===== src/rtl/ctx_pkg.sv =====
package ctx_pkg;

    localparam int SA_W         = 20;
    localparam int OFS_W        = 6;
    localparam int TAG_W        = 128;
    localparam int META_W       = 32;
    localparam int INT_SA_LIMIT = 1024;

    typedef enum logic [1:0] {
        MODE_MACSEC = 2'b00,
        MODE_IPSEC  = 2'b01,
        MODE_BULK   = 2'b10,
        MODE_ECB    = 2'b11
    } crypto_mode_e;

    // Raw sideband of one pair
    typedef struct packed {
        logic             bypass;
        logic             auth_only;
        logic [1:0]       suite;
        logic [OFS_W-1:0] offset;
        logic             replay_en;
        logic [SA_W-1:0]  sa_index;
        logic [TAG_W-1:0] tag;
    } side_t;

    // Decoded context of one pair
    typedef struct packed {
        crypto_mode_e      mode;
        logic              bypass;
        logic              auth_only;
        logic [1:0]        suite;
        logic              xpn;
        logic [OFS_W-1:0]  offset;
        logic              replay_en;
        logic              external;
        logic [SA_W-1:0]   sa_index;
        logic [META_W-1:0] ssci;
        logic [META_W-1:0] pn_hi;
        logic [META_W-1:0] replay_win;
        logic [TAG_W-1:0]  icv;
    } ctx_t;

    function automatic logic is_bulk(crypto_mode_e m);
        return (m == MODE_BULK) || (m == MODE_ECB);
    endfunction

    function automatic logic macsec_ofs_ok(logic [OFS_W-1:0] o);
        return (o == OFS_W'(0)) || (o == OFS_W'(30)) || (o == OFS_W'(50));
    endfunction

endpackage


===== src/rtl/ctx_decode.sv =====
module ctx_decode
    import ctx_pkg::*;
(
    input  side_t        sd,
    input  crypto_mode_e mode,
    output ctx_t         dec,
    output logic         err
);
    logic ofs_bad, suite_bad, auth_bad;

    always_comb begin
        dec          = '0;
        dec.mode     = mode;
        dec.bypass   = sd.bypass;
        dec.sa_index = sd.sa_index;
        dec.external = (sd.sa_index >= SA_W'(INT_SA_LIMIT));
        dec.auth_only = sd.auth_only & ~sd.bypass & (mode != MODE_ECB);
        dec.replay_en = sd.replay_en & ~sd.bypass & ~is_bulk(mode);
        dec.suite     = is_bulk(mode) ? {1'b0, sd.suite[0]} : sd.suite;
        dec.xpn       = dec.suite[1];
        ofs_bad       = 1'b0;
        case (mode)
            MODE_MACSEC: begin
                ofs_bad    = !macsec_ofs_ok(sd.offset);
                dec.offset = ofs_bad ? '0 : sd.offset;
            end
            MODE_IPSEC:  dec.offset = '0;
            default:     dec.offset = sd.offset;
        endcase
        case (mode)
            MODE_MACSEC, MODE_IPSEC: begin
                dec.ssci       = sd.tag[META_W-1:0];
                dec.pn_hi      = sd.tag[2*META_W-1:META_W];
                dec.replay_win = sd.tag[3*META_W-1:2*META_W];
            end
            MODE_BULK: dec.icv = sd.tag;
            default:   ;
        endcase
        suite_bad = is_bulk(mode) & sd.suite[1];
        auth_bad  = (mode == MODE_ECB) & sd.auth_only;
        err       = ~sd.bypass & (ofs_bad | suite_bad | auth_bad);
    end
endmodule


===== src/rtl/ctx_slot.sv =====
module ctx_slot
    import ctx_pkg::*;
(
    input  logic clk,
    input  logic rst,
    input  logic capture,
    input  ctx_t next_ctx,
    input  logic next_err,
    output ctx_t ctx_q,
    output logic err_q,
    output logic update_q
);
    always_ff @(posedge clk) begin
        if (rst) begin
            ctx_q    <= '0;
            err_q    <= 1'b0;
            update_q <= 1'b0;
        end else begin
            update_q <= capture;
            if (capture) ctx_q <= next_ctx;
            err_q <= err_q | (capture & next_err);
        end
    end

    AST_HOLD_IDLE: assert property (@(posedge clk) disable iff (rst)
        !capture |=> $stable(ctx_q) && !update_q);
    AST_ERR_STICKY: assert property (@(posedge clk) disable iff (rst)
        err_q |=> err_q);
    AST_BYPASS_CLEAN: assert property (@(posedge clk) disable iff (rst)
        ctx_q.bypass |-> !ctx_q.auth_only && !ctx_q.replay_en);
    AST_MACSEC_OFS: assert property (@(posedge clk) disable iff (rst)
        (ctx_q.mode == MODE_MACSEC) |-> macsec_ofs_ok(ctx_q.offset));
    AST_BULK_SUITE: assert property (@(posedge clk) disable iff (rst)
        is_bulk(ctx_q.mode) |-> !ctx_q.suite[1] && !ctx_q.replay_en);
    AST_ECB_AUTH: assert property (@(posedge clk) disable iff (rst)
        (ctx_q.mode == MODE_ECB) |-> !ctx_q.auth_only);
    AST_IPSEC_OFS: assert property (@(posedge clk) disable iff (rst)
        (ctx_q.mode == MODE_IPSEC) |-> (ctx_q.offset == '0));
endmodule


===== src/rtl/crypto_ctx_capture.sv =====
module crypto_ctx_capture
    import ctx_pkg::*;
#(
    parameter int NUM_PAIRS  = 4,
    parameter int SAS_PER_SC = 4,
    localparam int NUM_SEG   = 2 * NUM_PAIRS,
    localparam int SC_SHIFT  = $clog2(SAS_PER_SC),
    localparam int SC_W      = SA_W - SC_SHIFT
) (
    input  logic                        clk,
    input  logic                        rst,
    input  logic                        beat_valid,
    input  logic [NUM_SEG-1:0]          seg_sop,
    input  logic [2*NUM_PAIRS-1:0]      mode_in,
    input  logic [NUM_PAIRS-1:0]        bypass_in,
    input  logic [NUM_PAIRS-1:0]        auth_only_in,
    input  logic [2*NUM_PAIRS-1:0]      suite_in,
    input  logic [OFS_W*NUM_PAIRS-1:0]  offset_in,
    input  logic [NUM_PAIRS-1:0]        replay_en_in,
    input  logic [SA_W*NUM_PAIRS-1:0]   sa_index_in,
    input  logic [TAG_W*NUM_PAIRS-1:0]  tag_in,
    output logic [NUM_PAIRS-1:0]        ctx_update,
    output logic [2*NUM_PAIRS-1:0]      ctx_mode,
    output logic [NUM_PAIRS-1:0]        ctx_bypass,
    output logic [NUM_PAIRS-1:0]        ctx_auth_only,
    output logic [2*NUM_PAIRS-1:0]      ctx_suite,
    output logic [NUM_PAIRS-1:0]        ctx_xpn,
    output logic [OFS_W*NUM_PAIRS-1:0]  ctx_offset,
    output logic [NUM_PAIRS-1:0]        ctx_replay_en,
    output logic [NUM_PAIRS-1:0]        ctx_external,
    output logic [SC_W*NUM_PAIRS-1:0]   ctx_sc_num,
    output logic [META_W*NUM_PAIRS-1:0] ctx_ssci,
    output logic [META_W*NUM_PAIRS-1:0] ctx_pn_hi,
    output logic [META_W*NUM_PAIRS-1:0] ctx_replay_win,
    output logic [TAG_W*NUM_PAIRS-1:0]  ctx_icv,
    output logic [NUM_PAIRS-1:0]        cfg_err
);
    for (genvar p = 0; p < NUM_PAIRS; p++) begin : g_pair
        side_t        sd;
        crypto_mode_e mode;
        ctx_t         dec, held;
        logic         dec_err, capture;

        assign mode = crypto_mode_e'(mode_in[2*p +: 2]);
        assign sd   = '{bypass:    bypass_in[p],
                        auth_only: auth_only_in[p],
                        suite:     suite_in[2*p +: 2],
                        offset:    offset_in[OFS_W*p +: OFS_W],
                        replay_en: replay_en_in[p],
                        sa_index:  sa_index_in[SA_W*p +: SA_W],
                        tag:       tag_in[TAG_W*p +: TAG_W]};
        assign capture = beat_valid & (seg_sop[2*p] | seg_sop[2*p+1]);

        ctx_decode u_dec (.sd(sd), .mode(mode), .dec(dec), .err(dec_err));

        ctx_slot u_slot (
            .clk(clk), .rst(rst), .capture(capture),
            .next_ctx(dec), .next_err(dec_err),
            .ctx_q(held), .err_q(cfg_err[p]), .update_q(ctx_update[p])
        );

        assign ctx_mode[2*p +: 2]                = held.mode;
        assign ctx_bypass[p]                     = held.bypass;
        assign ctx_auth_only[p]                  = held.auth_only;
        assign ctx_suite[2*p +: 2]               = held.suite;
        assign ctx_xpn[p]                        = held.xpn;
        assign ctx_offset[OFS_W*p +: OFS_W]      = held.offset;
        assign ctx_replay_en[p]                  = held.replay_en;
        assign ctx_external[p]                   = held.external;
        assign ctx_sc_num[SC_W*p +: SC_W]        = SC_W'(held.sa_index >> SC_SHIFT);
        assign ctx_ssci[META_W*p +: META_W]      = held.ssci;
        assign ctx_pn_hi[META_W*p +: META_W]     = held.pn_hi;
        assign ctx_replay_win[META_W*p +: META_W] = held.replay_win;
        assign ctx_icv[TAG_W*p +: TAG_W]         = held.icv;
    end
endmodule


===== config.mk =====
export PLATFORM = sky130hd
export DESIGN_NAME = crypto_ctx_capture
export DESIGN_NICKNAME = d
export VERILOG_FILES = /design/src/rtl/ctx_pkg.sv /design/src/rtl/ctx_decode.sv /design/src/rtl/ctx_slot.sv /design/src/rtl/crypto_ctx_capture.sv
export SDC_FILE = /design/constraint.sdc
export NUM_CORES = 2
export LEC_CHECK = 0
export BUFFER_PORTS_ARGS = -buffer_cell sky130_fd_sc_hd__buf_2
export CORE_AREA = 3 3 665 667
export CTS_BUF_LIST = sky130_fd_sc_hd__clkbuf_2 sky130_fd_sc_hd__clkbuf_4 sky130_fd_sc_hd__clkbuf_8
export DETAILED_ROUTE_END_ITERATION = 10
export DIE_AREA = 0 0 668 670
export PLACE_DENSITY = 0.31
export SETUP_SLACK_MARGIN = 0.4
export SLEW_MARGIN = 20
export SYNTH_ARGS = -nofsm -noshare
export SYNTH_HDL_FRONTEND = slang
export SYNTH_SLANG_ARGS = --single-unit
export TNS_END_PERCENT = 10

===== constraint.sdc =====
create_clock -name clk -period 1.18 [get_ports clk]
set_input_delay 0.059 -clock clk [delete_from_list [all_inputs] [get_ports clk]]
set_output_delay 0.059 -clock clk [all_outputs]
set_load 0.005 [all_outputs]

==> flow_summary_export.csv <==
group,metric,value,unit
status,status,"finished with violations",
status,failed_checks,"hold timing, setup timing",
logic_synthesis,synth_edf_count,0,
cts,cts_buffers,213,
cts,cts-root-buf,"clkbuf_8",
global_route,grt_max_degree,82,
power,p_int,68.0,mW
logic_synthesis,muxShareOfSynthArea,0,%
place,port_buffers,1682,
route,met2_length,162,mm
logic_synthesis,synth_seq_cells,1032,
route,route.detailed.drc,0,
timing,hold_viol,3,
logic_synthesis,yosys.area_share.simple,16.5,%
logic_synthesis,yosysTopAreaCell,"dfxtp_1",
floorplanning,std_cell_rows,243,
place,post-dp-hpwl,278,mm
place,post-place-ws,-653,ps
global_route,antenna_found_initial,306,
floorplanning,boundaryPins,1691,
logic_synthesis,syn_inst,3575,
cts,clkSinkCount,1032,
global_route,grt_pass1_wl,436,mm
power,p_sw_share,28.4,%
setup_path,critical_path_class,"flip-flop to output port",
route,first_pass_iters,6,
logic_synthesis,syn_avg_cell_area,10.0,um^2
floorplanning,core_area,437000,um^2
power,leakage,31.2,nW
logic_synthesis,yosys_warnings,0,
floorplanning,die_h,670,um
cts,cts_tree,"yes",
timing,finalCritPeriodShare,140,%
setup_path,cp_max_fo,2,
cts,clk_latency,1030,ps
logic_synthesis,synthAdderAreaFrac,0,%
power,comb_power_share,15.3,%
setup_path,required,1120,ps
worst_hold_path,hold_class,"input port to flip-flop",
cells_and_area,num-fill-cells,49032,
power,clkPwrFrac,45.8,%
cells_and_area,nets,7384,
timing,report.final.slew_viol_count,0,
logic_synthesis,async_flop_share,0,%
logic_synthesis,synth_xor_area_share,0,%
logic_synthesis,ys.flop_type,"dfxtp_1",
power,power_frac_seq,38.9,%
global_route,grt.overflow.total,0,
cells_and_area,fin_util,17.3,%
logic_synthesis,syn_nets,4230,
route,wl_met1,133,mm
route,wl_met3,27.4,mm
global_route,grt_pass1_vias,43193,
setup_path,worstPathCellList,"buf_6 -> buf_12",
timing,fmax,607,MHz
logic_synthesis,synth.top_cell.area_share,57.7,%
setup_path,max_stage_delay,340,ps
route,wire_per_inst,26.5,um
route,routed_wl,338,mm
setup_path,end_kind,"output port",
global_route,track_usage,14.4,%
cts,clkTransAtPathRegs,60,ps
cts,htreeDepth,4,
timing,clock_skew,0,ps
cells_and_area,area_delta_synth_final,111,%
logic_synthesis,synth_compound_area_share,20.7,%
logic_synthesis,synth_cell_type_count,41,
timing,fin_crit,1650,ps
cts,cts_buffer_depth,4,
logic_synthesis,synth_area,35800,um^2
floorplanning,chipWidth,668,um
power,p_switching,26.9,mW
cells_and_area,drive_above_1_share,43.0,%
route,vias,42894,
route,highest_layer,"met5",
timing,rsz0062_at_grt,"yes",
timing,slew_headroom,48.9,%
power,powerDensity,1260,nW/um^2
cells_and_area,layout.cells.most_common,"dlygate4sd3_1",
logic_synthesis,synth_top_family_by_area,"compound AO/OA/AOI/OAI gates",
place,place.gp.congestion,0.895,
floorplanning,die-area,448000,um^2
job,drv_cap,0,
timing,tightest_slew,765,ps
route,initialDrtViolationCount,2352,
cells_and_area,layout_common_cells,"1281 x dlygate4sd3_1, 1162 x buf_2, 512 x a22o_1",
setup_path,cp-start-kind,"flip-flop",
route,via_per_inst,3.36,
setup_path,critical_path_arrival,1590,ps
route,antenna_left,0,
floorplanning,initial_utilization,8.19,%
timing,setup_ws,-468,ps
logic_synthesis,synthTopCellsByArea,"dfxtp_1 58%, a22o_1 13%, a21oi_1 7.1%",
logic_synthesis,seq_area_frac_synth,57.7,%
timing,tns,-364760,ps
timing,setup_viol,1255,
setup_path,critPathSlowestCell,"dfxtp_2",
timing,hold_ws,-6.74,ps
power,vdd_drop_max,1040,uV
[metrics by stage]
step	total power, mW	instances	area [um^2]
after global routing	99.1	12715	75400
after CTS	96.9	12618	73100
after floorplan	40.6	3575	36000
final	95.0	12780	75500
after global placement	47.0	10935	52800
after detailed placement	47.0	10935	52800
[repair_timing]
item / 4_1_cts / 5_1_grt
setup endpoints to repair: 1059 / 2052
gates resized for setup: 851 / 639
endpoints found under the hold margin: 1032 / 126
hold buffers: 1286 / 1
buffers inserted: 11 / 38
[cell usage after synthesis, types with 2 or more instances]
master and instances:
a211oi_1 10, nor4_1 14, nand4_1 2, and2_1 5
a311oi_1 6, buf_6 23, nor3_1 7, buf_1 17
a22o_1 512, or2_2 6, inv_1 16, nor2_1 138
clkbuf_1 133, a21o_1 10, and3b_1 3, nor4b_1 9
nand4b_1 3, o21bai_1 6, nand3b_1 293, nand2_1 504
nor3b_1 100, dfxtp_1 1032, nor4b_2 2, o21ai_1 3
o21ai_0 5, o2111ai_1 6, o21a_1 3, a21oi_1 505
buf_4 42, nor2b_1 4, or4_1 5, buf_2 132
nand3_1 11
[worst max-delay path, delay by kind of cell (launching register included)]
family | cells | cell delay [ps]
buffers and inverters | 2 | 260
DFF | 1 | 340
[registers in the layout (all words and copies together), names as in the netlist]
| signal | flops |
|---|---|
| g_pair.u_slot.err_q | 4 |
| g_pair.u_slot.update_q | 4 |
| g_pair.u_slot.ctx_q | 1024 |
[area by class of cell]
| class | count | area (um^2) | area share [%] |
|---|---|---|---|
| Multi-Input combinational cell | 2180 | 13400 | 17.8 |
| Sequential cell | 1032 | 21500 | 28.4 |
| Timing Repair Buffer | 3286 | 28200 | 37.4 |
| Tap cell | 5757 | 7200 | 9.54 |
| Inverter | 16 | 60.1 | 0.0795 |
| Clock buffer | 341 | 4290 | 5.68 |
| Antenna cell | 123 | 308 | 0.408 |
| Clock inverter | 45 | 533 | 0.706 |
[power by group through the flow]
stage | registers [mW] | clock network [mW] | logic, mW
after global routing | 37.0 | 46.6 | 15.5
final | 36.9 | 43.5 | 14.5
after global placement | 37.4 | 0 | 9.55
after floorplan | 37.4 | 0 | 3.17
after detailed placement | 37.4 | 0 | 9.58
after CTS | 36.8 | 45.5 | 14.6
[routing by layer]
metal  vias to the layer above  global-route usage, %
met1                     20838                   16.4
met5                         -                      0
met4                       146                   5.13
li1                      19271                      -
met3                       785                   4.80
met2                      1854                   25.0
[final timing paths]
| check | from | endpoint | slack, ps | cells past startpoint |
|---|---|---|---|---|
| worst max-delay path | g_pair[2].u_slot.ctx_q[249] | ctx_offset[15] | -470 | 2 |
| worst min-delay path | beat_valid | g_pair[3].u_slot.ctx_q[246] | -7 | 6 |
| worst max register to register | g_pair[2].u_slot.ctx_q[248] | g_pair[2].u_slot.ctx_q[248] | 60 | 4 |
| worst min register to register | g_pair[2].u_slot.ctx_q[136] | g_pair[2].u_slot.ctx_q[136] | 450 | 2 |
[logic make-up after synthesis]
group           count (synthesis)
compound gates               1069
buf+inv                       363
flops                        1032
simple gates                 1111
No activity file was read; power rests on OpenSTA's default activity.
